### src/rtl/wfp_pkg.sv
// Package: bit positions of the configuration register and level-field geometry.
// Assumes: flush bits sit at the bottom of the configuration word, triggers above.
package wfp_pkg;
    localparam int FLUSH_RX_BIT = 0;
    localparam int FLUSH_TX_BIT = 1;
    localparam int TRIG_LSB     = 2;
    localparam int NIB_W        = 4;
    localparam int NIB_MAX      = (1 << NIB_W) - 1;

    typedef enum logic {
        REJ_PUSH_FULL = 1'b1,
        REJ_POP_EMPTY = 1'b0
    } rej_kind_e;
endpackage

### src/rtl/wfp_fifo.sv
// Module: synchronous word queue with a flush input and a registered rejection pulse.
// Assumes: DEPTH >= 2. A flush wins over any push or pop in the same cycle.
// The REJ parameter picks which misuse raises the pulse: push-when-full or pop-when-empty.
module wfp_fifo
    import wfp_pkg::*;
#(
    parameter int        DEPTH = 8,
    parameter int        W     = 32,
    parameter rej_kind_e REJ   = REJ_PUSH_FULL,
    localparam int       AW    = $clog2(DEPTH),
    localparam int       CW    = $clog2(DEPTH + 1)
) (
    input  logic          clk,
    input  logic          rst_n,
    input  logic          flush,
    input  logic          push,
    input  logic [W-1:0]  push_data,
    input  logic          pop,
    output logic [W-1:0]  head_data,
    output logic [CW-1:0] count,
    output logic          full,
    output logic          empty,
    output logic          rej_pulse
);
    logic [W-1:0]  mem [DEPTH];
    logic [AW-1:0] wr_ptr;
    logic [AW-1:0] rd_ptr;
    logic          push_ok;
    logic          pop_ok;
    logic          rej_d;

    // Status flags derived from the occupancy counter.
    always_comb begin
        full  = (count == CW'(DEPTH));
        empty = (count == '0);
    end

    // Qualify requests: a pending flush or a full/empty queue drops them.
    always_comb begin
        push_ok = push && !full && !flush;
        pop_ok  = pop && !empty && !flush;
    end

    // Oldest entry is presented combinationally (show-ahead).
    always_comb head_data = mem[rd_ptr];

    // Select which misuse raises the rejection pulse.
    generate
        if (REJ == REJ_PUSH_FULL) begin : g_rej_push
            always_comb rej_d = push && full && !flush;
        end else begin : g_rej_pop
            always_comb rej_d = pop && empty && !flush;
        end
    endgenerate

    // Storage write; data words carry no reset.
    always_ff @(posedge clk) begin
        if (push_ok) mem[wr_ptr] <= push_data;
    end

    // Pointer and counter update with flush priority.
    always_ff @(posedge clk) begin
        if (!rst_n || flush) begin
            wr_ptr <= '0;
            rd_ptr <= '0;
            count  <= '0;
        end else begin
            if (push_ok) wr_ptr <= (wr_ptr == AW'(DEPTH - 1)) ? '0 : wr_ptr + AW'(1);
            if (pop_ok)  rd_ptr <= (rd_ptr == AW'(DEPTH - 1)) ? '0 : rd_ptr + AW'(1);
            unique case ({push_ok, pop_ok})
                2'b10:   count <= count + CW'(1);
                2'b01:   count <= count - CW'(1);
                default: count <= count;
            endcase
        end
    end

    // Rejection pulse register: high for one cycle after the offending edge.
    always_ff @(posedge clk) begin
        if (!rst_n) rej_pulse <= 1'b0;
        else        rej_pulse <= rej_d;
    end
endmodule

### src/rtl/wfp_cfg.sv
// Module: configuration register holding two trigger fields and two self-clearing flush bits.
// Assumes: a flush bit written as 1 is held for exactly one cycle; the queue clears at the
// following edge, when the bit drops unless the same write strobe sets it again.
module wfp_cfg
    import wfp_pkg::*;
#(
    parameter int  TRIG_W = 3,
    localparam int CFG_W  = TRIG_LSB + 2 * TRIG_W
) (
    input  logic              clk,
    input  logic              rst_n,
    input  logic              wr,
    input  logic [CFG_W-1:0]  wdata,
    output logic              tx_flush,
    output logic              rx_flush,
    output logic [TRIG_W-1:0] tx_trig,
    output logic [TRIG_W-1:0] rx_trig,
    output logic [CFG_W-1:0]  rdata
);
    // Flush bits: set by a write, cleared on every cycle without a setting write.
    always_ff @(posedge clk) begin
        if (!rst_n) begin
            tx_flush <= 1'b0;
            rx_flush <= 1'b0;
        end else begin
            tx_flush <= wr && wdata[FLUSH_TX_BIT];
            rx_flush <= wr && wdata[FLUSH_RX_BIT];
        end
    end

    // Trigger fields: loaded on every write.
    always_ff @(posedge clk) begin
        if (!rst_n) begin
            tx_trig <= '0;
            rx_trig <= '0;
        end else if (wr) begin
            rx_trig <= wdata[TRIG_LSB +: TRIG_W];
            tx_trig <= wdata[TRIG_LSB + TRIG_W +: TRIG_W];
        end
    end

    // Read-back view at the same bit positions as the write.
    always_comb rdata = {tx_trig, rx_trig, tx_flush, rx_flush};
endmodule

### src/rtl/wfp_level.sv
// Module: converts queue occupancies into the packed level word and the request levels.
// Assumes: counts never exceed DEPTH; fields clamp to the nibble maximum when DEPTH > 15.
module wfp_level
    import wfp_pkg::*;
#(
    parameter int  DEPTH  = 8,
    localparam int CW     = $clog2(DEPTH + 1),
    localparam int TRIG_W = $clog2(DEPTH)
) (
    input  logic [CW-1:0]      tx_count,
    input  logic [CW-1:0]      rx_count,
    input  logic [TRIG_W-1:0]  tx_trig,
    input  logic [TRIG_W-1:0]  rx_trig,
    output logic [2*NIB_W-1:0] lvl,
    output logic               tx_req,
    output logic               rx_req
);
    logic [CW-1:0]    tx_free;
    logic [NIB_W-1:0] tx_nib;
    logic [NIB_W-1:0] rx_nib;

    // Free outbound slots.
    always_comb tx_free = CW'(DEPTH) - tx_count;

    // Clamp each count into its nibble only when the depth can overflow it.
    generate
        if (CW > NIB_W) begin : g_clamp
            always_comb begin
                tx_nib = (tx_free  > CW'(NIB_MAX)) ? NIB_W'(NIB_MAX) : tx_free[NIB_W-1:0];
                rx_nib = (rx_count > CW'(NIB_MAX)) ? NIB_W'(NIB_MAX) : rx_count[NIB_W-1:0];
            end
        end else begin : g_plain
            always_comb begin
                tx_nib = NIB_W'(tx_free);
                rx_nib = NIB_W'(rx_count);
            end
        end
    endgenerate

    // Pack the level word: outbound free on top, inbound filled below.
    always_comb lvl = {tx_nib, rx_nib};

    // Threshold comparison for the interrupt block.
    always_comb begin
        tx_req = tx_free  > CW'(tx_trig);
        rx_req = rx_count > CW'(rx_trig);
    end
endmodule

### src/rtl/wfp_word_fifo_pair.sv
// Module: top of the word FIFO pair. Register side pushes outbound / pops inbound words,
// the bus engine pops outbound / pushes inbound words. Holds the configuration register,
// the level word and the two data-request levels.
// Assumes: one clock domain; engine-side misuse is dropped silently.
module wfp_word_fifo_pair
    import wfp_pkg::*;
#(
    parameter int  DEPTH          = 8,
    parameter int  BYTES_PER_WORD = 4,
    localparam int WORD_W         = 8 * BYTES_PER_WORD,
    localparam int TRIG_W         = $clog2(DEPTH),
    localparam int CFG_W          = TRIG_LSB + 2 * TRIG_W,
    localparam int LVL_W          = 2 * NIB_W
) (
    input  logic              clk,
    input  logic              rst_n,
    input  logic              cfg_wr,
    input  logic [CFG_W-1:0]  cfg_wdata,
    output logic [CFG_W-1:0]  cfg_rdata,
    output logic [LVL_W-1:0]  lvl_rdata,
    input  logic              txq_push,
    input  logic [WORD_W-1:0] txq_wdata,
    output logic              txq_ovf,
    input  logic              rxq_pop,
    output logic [WORD_W-1:0] rxq_rdata,
    output logic              rxq_unf,
    output logic              eng_tx_valid,
    output logic [WORD_W-1:0] eng_tx_data,
    input  logic              eng_tx_pop,
    input  logic              eng_rx_push,
    input  logic [WORD_W-1:0] eng_rx_data,
    output logic              eng_rx_full,
    output logic              tx_req,
    output logic              rx_req
);
    localparam int CW = $clog2(DEPTH + 1);

    logic              tx_flush;
    logic              rx_flush;
    logic [TRIG_W-1:0] tx_trig;
    logic [TRIG_W-1:0] rx_trig;
    logic [CW-1:0]     tx_count;
    logic [CW-1:0]     rx_count;
    logic              tx_full;
    logic              tx_empty;
    logic              rx_full;
    logic              rx_empty;

    wfp_cfg #(.TRIG_W(TRIG_W)) u_cfg (
        .clk      (clk),
        .rst_n    (rst_n),
        .wr       (cfg_wr),
        .wdata    (cfg_wdata),
        .tx_flush (tx_flush),
        .rx_flush (rx_flush),
        .tx_trig  (tx_trig),
        .rx_trig  (rx_trig),
        .rdata    (cfg_rdata)
    );

    wfp_fifo #(.DEPTH(DEPTH), .W(WORD_W), .REJ(REJ_PUSH_FULL)) u_txq (
        .clk       (clk),
        .rst_n     (rst_n),
        .flush     (tx_flush),
        .push      (txq_push),
        .push_data (txq_wdata),
        .pop       (eng_tx_pop),
        .head_data (eng_tx_data),
        .count     (tx_count),
        .full      (tx_full),
        .empty     (tx_empty),
        .rej_pulse (txq_ovf)
    );

    wfp_fifo #(.DEPTH(DEPTH), .W(WORD_W), .REJ(REJ_POP_EMPTY)) u_rxq (
        .clk       (clk),
        .rst_n     (rst_n),
        .flush     (rx_flush),
        .push      (eng_rx_push),
        .push_data (eng_rx_data),
        .pop       (rxq_pop),
        .head_data (rxq_rdata),
        .count     (rx_count),
        .full      (rx_full),
        .empty     (rx_empty),
        .rej_pulse (rxq_unf)
    );

    wfp_level #(.DEPTH(DEPTH)) u_lvl (
        .tx_count (tx_count),
        .rx_count (rx_count),
        .tx_trig  (tx_trig),
        .rx_trig  (rx_trig),
        .lvl      (lvl_rdata),
        .tx_req   (tx_req),
        .rx_req   (rx_req)
    );

    // Engine-side handshake flags.
    always_comb begin
        eng_tx_valid = !tx_empty;
        eng_rx_full  = rx_full && !rx_empty;
    end

    // Outbound full flag is consumed only by the rejection logic inside the queue.
    logic unused_tx_full;
    always_comb unused_tx_full = tx_full;
endmodule

### config.mk
export PLATFORM = sky130hd
export DESIGN_NAME = wfp_word_fifo_pair
export DESIGN_NICKNAME = d
export VERILOG_FILES = /design/src/rtl/wfp_pkg.sv /design/src/rtl/wfp_fifo.sv /design/src/rtl/wfp_cfg.sv /design/src/rtl/wfp_level.sv /design/src/rtl/wfp_word_fifo_pair.sv
export SDC_FILE = /design/constraint.sdc
export NUM_CORES = 1
export LEC_CHECK = 0
export ABC_AREA = 1
export CORE_ASPECT_RATIO = 1.75
export CORE_MARGIN = 8
export CORE_UTILIZATION = 55
export CTS_BUF_LIST = sky130_fd_sc_hd__clkbuf_8
export CTS_CLUSTER_DIAMETER = 30
export DETAILED_ROUTE_END_ITERATION = 16
export DONT_BUFFER_PORTS = 1
export PLACE_DENSITY = 0.78
export REMOVE_ABC_BUFFERS = 1
export SLEW_MARGIN = 20
export SYNTH_ARGS = -nofsm -noshare
export SYNTH_HDL_FRONTEND = slang
export SYNTH_SLANG_ARGS = --single-unit
### constraint.sdc
create_clock -name clk -period 3.45 [get_ports clk]
set_input_delay 0.1725 -clock clk [delete_from_list [all_inputs] [get_ports clk]]
set_output_delay 0.1725 -clock clk [all_outputs]
set_load 0.05 [all_outputs]
Word level (Yosys, flattened, before mapping)
Memory sizes are Yosys's and may differ from the RTL's. A register that Yosys moved wholly into a read port is not among the register bits.
Index checks and enable logic that the tools add are counted.
- flip-flop bits (word level): 30
- memory bits (writable): 512
- bits of input ports: 79
- output and inout port bits: 86
- word-level logic and storage cells: 77
- memories kept: 2
- memory list (memory ; depth ; width ; rd ports ; clocked after memory_dff ; wr ports ; line ; text):
    u_rxq.mem ; 8 ; 32 ; 1 ; 1 ; 1 ; wfp_fifo.sv:25 ; logic [W-1:0] mem [DEPTH];
    u_txq.mem ; 8 ; 32 ; 1 ; 1 ; 1 ; wfp_fifo.sv:25 ;
- add/subtract/negate cells: 9
- $lt $le $gt $ge: 2
- equal/unequal tests: 10
- mux-type cells: 14
- reduce and logical (&&, ||, !) cells: 28
- operators with widths (cell ; count):
    $mux W3 ; 8
    $pmux W4 S2 ; 2
    $logic_and A1 B1 Y1 ; 15
    $add A3 B1 Y3 const B ; 4
    $eq A3 B3 Y1 const B ; 4
    $add A4 B1 Y4 const B ; 2
    $eq A4 B4 Y1 const B ; 2
    $gt A4 B3 Y1 ; 2
    $logic_not A4 Y1 ; 2
    $sub A4 B1 Y4 const B ; 2
    $logic_not A1 Y1 ; 7
    $eq A2 B1 Y1 const B ; 2
    $eq A2 B2 Y1 const B ; 2
    $mux W1 ; 4
    $reduce_bool A2 Y1 ; 2
    $sub A4 B4 Y4 const A ; 1
    $logic_or A1 B1 Y1 ; 2

Longest topological paths before layout
- word-level depth: 6
- mapped depth: 15
- depth with buffers taken out: 15

Cells and area by module
A second synthesis with hierarchy kept.
- cell total of the unflattened synthesis: 1748
- area total of the unflattened synthesis: 22033.6 µm²
- by module, submodules not included (module ; instances ; cells each ; area an instance (µm²) ; sequential area each (µm²)):
    wfp_fifo at u_rxq ; 1 ; 825 ; 10702.8 ; 7967.6
    wfp_fifo at u_txq ; 1 ; 826 ; 10700.3 ; 7967.6
    wfp_cfg ; 1 ; 52 ; 362.8 ; 160.2
    wfp_level ; 1 ; 42 ; 254.0 ; 0.0
    wfp_word_fifo_pair ; 1 ; 3 ; 13.8 ; 0.0

Least setup slack after synthesis
No wires, ideal clock.
- kind: flip-flop to flip-flop
- from: register u_rxq.count[2]
- to: memory u_rxq.mem[1][0] (enable)
- library setup time: 0.421 ns
- arrival: 2.658 ns
- required time: 3.029 ns
- slack: 0.371 ns
- stages on the path, launching flop included: 7
- buffers on the path: 0
- clock period less this slack: 3.079 ns
- cells stage by stage: dfxtp_1 -> inv_1 -> nand3_1 -> nand3_2 -> inv_1 -> nand2_1 -> nor2_1
- cells in the longest elaborated chain, start to end: 6
- ends and longest elaborated chain (what ; line ; text):
    start, declared ; wfp_fifo.sv:20 ; output logic [CW-1:0] count,
    start signal, assigned ; wfp_fifo.sv:71 ; 2'b10: count <= count + CW'(1);
    start signal, assigned ; wfp_fifo.sv:72 ; 2'b01: count <= count - CW'(1);
    start signal, assigned ; wfp_fifo.sv:73 ; default: count <= count;
    $eq A4 B4 Y1 ; wfp_fifo.sv:34 ; full = (count == CW'(DEPTH));
    $logic_not A1 Y1 ; wfp_fifo.sv:40 ; push_ok = push && !full && !flush;
    $logic_and A1 B1 Y1 (2 in series) ; wfp_fifo.sv:40 ;
    $mux W1 ; wfp_fifo.sv:58 ; if (push_ok) mem[wr_ptr] <= push_data;
    $mux W1 (not written as such) ; wfp_fifo.sv:58 ;
    end, declared ; wfp_fifo.sv:25 ;
No other way between the ends.

Worst setup path after layout
- from: register u_txq.count[0]
- to: output port tx_req
- cells in the longest elaborated chain, start to end: 2
- ends and longest elaborated chain (what ; line ; text):
    start, declared ; wfp_fifo.sv:20 ;
    start signal, assigned ; wfp_fifo.sv:71 ;
    start signal, assigned ; wfp_fifo.sv:72 ;
    start signal, assigned ; wfp_fifo.sv:73 ;
    $sub A4 B4 Y4 ; wfp_level.sv:23 ; always_comb tx_free = CW'(DEPTH) - tx_count;
    via lvl_rdata[5] ; wfp_word_fifo_pair.sv:20 ; output logic [LVL_W-1:0] lvl_rdata,
    $gt A4 B3 Y1 ; wfp_level.sv:45 ; tx_req = tx_free > CW'(tx_trig);
    end, declared ; wfp_word_fifo_pair.sv:33 ; output logic tx_req,
The timed path passes the listed nets, and every way through them passes these cells.

==> flow_summary.yaml <==
timing:
  fmax_mhz: 339.4
  hold_viol_final: 0
  whs_ps: 263.6
  fin_skew_ps: 24.14
  report.final.slew_viol_count: 0
  rsz0062_at_grt: "no"
  min_period_over_period: 0.8540
  timing.slew.headroom: 0.5340
  finalSetupViolCount: 0
  worstMarginPinSlew_ps: 699.0
  fin_crit_ps: 2946
clocking:
  clk_path_buf_depth: 3
  cts_inserted_buffers: 78
  cts.htree.levels: 3
  cts_sinks: 548
  cts_tree: "built"
  ctsResizeCount: 0
  cts.clk_slew.worst_paths_ps: 70
  clock_latency_ps: 610
  root_buffer: "clkbuf_8"
power_and_ir_drop:
  p_per_area_nw_per_um2: 752.9
  combPwrFrac: 0.301
  p_switching_mw: 6.990
  pwr-share-clk: 0.269
  leakage_nw: 8.634
  p_seq_frac: 0.431
  ir_drop_v: 0.0005513
  p_sw_frac: 0.3739
  intPower_mw: 11.70
setup_path:
  r2r-start: "u_txq.count[0]$_SDFFE_PP0P_"
  r2r_cells: 9
  endpoint_kind: "output port"
  cp_max_fo: 6
  critPathKind: "register to output port"
  worst_ep_required_time_ps: 3280
  r2r_slack_ps: 770
  r2r-end: "u_txq.mem[2][23]$_DFFE_PP_"
  crit_path_start_kind: "register"
  arrival_ps: 2770
global_route:
  grt_pass1_vias: 14000
  grt_usage: 0.1948
  grt_max_degree: 129
  antenna_found_initial: 5
  grt_overflow_total: 0
  grt_pass1_wl_um: 71460
route:
  routed_wl_um: 46210
  first_pass_iters: 7
  met2_length_um: 25920
  drc: 0
  top_layer_used: "met4"
  drt_iter0_drc: 1090
  viasPerCell: 5.737
  route.detailed.wl_per_inst_um: 19.56
  vias: 13560
  detail-route-antenna-nets: 0
  dr_wl_met3_um: 2801
  met1Wirelength_um: 16060
yosys:
  ys_ff_latch: 548
  synth_edf_count: 512
  synthArstFlopShare: 0
  synth_area_um2: 21790
  ys_warn_count: 0
  synth.distinct_cells: 30
  avgSynthCellArea_um2: 12.83
  ys.flop_type: "edfxtp_1"
  yosysSeqAreaShare: 0.7386
  synthCells: 1699
  yosys.area.top_type: "edfxtp_1"
  synth_top_area_frac: 0.7055
  ys_top_cells_by_area: "edfxtp_1 (71%), o21ai_0 (5.3%), nor2_1 (5.1%)"
die:
  start_util: 0.5565
  coreArea_um2: 39160
  io_pins: 165
  die_w_um: 166.5
  dieArea_um2: 46500
  num_rows: 96
  fp.dieH_um: 279.3
final_layout:
  syn_to_final_growth_pct: 13.95
  final_cells: 2363
  nNetsFinal: 1908
  drive_gt1_frac: 0.09480
worst_hold_path:
  min_delay_path_depth: 3
  min_from: "cfg_wdata[5]"
  min_to: "u_cfg.tx_trig[0]$_SDFFE_PN0P_"
  min_path_type: "primary input to register"
placed_design:
  numPortBuffers: 0
  post-place-cells: 2136
  place_congestion: 0.8042
  dp_hpwl_um: 26910
flow_run:
  max_cap_viol_count: 0
run_status:
  status: "completed"
cells in the mapped netlist, types with 21 or more instances:
cell	number
a21oi_1	23
buf_2	23
clkbuf_1	31
dfxtp_1	36
edfxtp_1	512
ha_1	21
inv_1	46
mux2i_1	64
nand2_1	240
nor2_1	294
o21ai_0	229
o21ai_1	47
o22ai_1	64
layer usage:
layer | up-vias | track usage
li1 | 6323 | -
met1 | 6606 | 0.1936
met2 | 506 | 0.3715
met3 | 122 | 0.04511
met4 | 0 | 0.09947
met5 | - | 0
placed cells by master, fill, tap and decap left out, types with 3 or more instances in the layout:
cell	count
buf_4	31
diode_2	6
clkinv_1	11
clkinv_4	3
nand3_1	14
clkbuf_8	82
nor2_1	278
xnor2_1	4
bufinv_16	6
buf_12	9
o21ai_0	229
edfxtp_1	512
o22ai_1	64
inv_1	61
nand2_1	240
ha_1	21
dlygate4sd3_1	82
mux2i_1	64
clkinv_2	12
a21oi_1	23
o21ai_1	47
inv_6	3
nor2_4	16
dfxtp_1	32
dfxtp_4	4
clkinvlp_4	6
state kept, by name, summed over array words and instances, names as in the netlist, 4 cells and up, named ones only:
| register | cells |
|---|---|
| u_rxq.count | 4 |
| u_txq.count | 4 |
| u_txq.mem | 256 |
| u_rxq.mem | 256 |
critical path, cell delays in order (launching register included):
cell and delay, ps:
dfxtp_1 320, buf_4 220, inv_1 110, ha_1 520, ha_1 390, nand2_1 50
o21ai_0 140, a21o_1 420
power by group through the flow:
stage | registers [mW] | logic (mW) | clock network [mW]
2_1_floorplan | 8.44 | 3.98 | 0
3_5_place_dp | 8.19 | 5.46 | 0
4_1_cts | 8.05 | 5.62 | 5.11
5_1_grt | 8.10 | 6.08 | 5.39
3_3_place_gp | 8.16 | 5.32 | 0
6_report | 8.05 | 5.62 | 5.02
what timing repair did:
item                      CTS  global route
hold endpoints to repair  542             0
hold buffers               82             0
buffers inserted            0             0
cell type report:
| class | instances | area, um2 |
|---|---|---|
| Fill cell | 2706 | 14330 |
| Clock inverter | 57 | 439.2 |
| Clock buffer | 82 | 1129 |
| Multi-Input combinational cell | 1011 | 5115 |
| Inverter | 47 | 176.4 |
| Antenna cell | 6 | 15.01 |
| Timing Repair Buffer | 122 | 1234 |
| Sequential cell | 548 | 16110 |
| Tap cell | 490 | 613.1 |
cell families (layout without fill, tap and decap cells):
logic type | count (synthesis) | in the layout | synth area share
adders and majority gates | 21 | 21 | 0.01206
xor gates and xnor gates | 6 | 6 | 0.002411
DFF | 548 | 548 | 0.7386
muxes | 64 | 64 | 0.02940
other | 0 | 6 | 0
AOI/OAI and AO/OA | 367 | 367 | 0.08853
buffers and inverters | 140 | 308 | 0.03221
and+or+nand+nor | 553 | 553 | 0.09680
worst max path at each step:
stage                           startpoint                          to  slack, ps  cells past startpoint
6_report       u_txq.count[0]$_SDFFE_PP0P_                      tx_req        500                      7
5_1_grt        u_txq.count[0]$_SDFFE_PP0P_                      tx_req        330                      7
4_1_cts        u_txq.count[0]$_SDFFE_PP0P_                      tx_req        430                      7
3_5_place_dp   u_txq.count[0]$_SDFFE_PP0P_  u_txq.mem[2][23]$_DFFE_PP_        760                      9
3_3_place_gp   u_txq.count[0]$_SDFFE_PP0P_  u_txq.mem[2][28]$_DFFE_PP_        850                      9
2_1_floorplan                     register             eng_tx_data[13]      -2150                      5
stage by stage:
step                      setup TNS, ps  instance area, um2  setup slack [ps]  utilization  power, mW
final                                 0               24830             503.7       0.6341      18.70
after global placement                0               22430             852.1       0.5728      13.48
after global routing                  0               24830             328.1       0.6341      19.56
after detailed placement              0               22430             757.4       0.5728      13.64
after CTS                             0               24820             427.4       0.6338      18.78
after floorplan                 -137030               21270             -2148            -      12.43
Power figures use the tool's default switching activity.
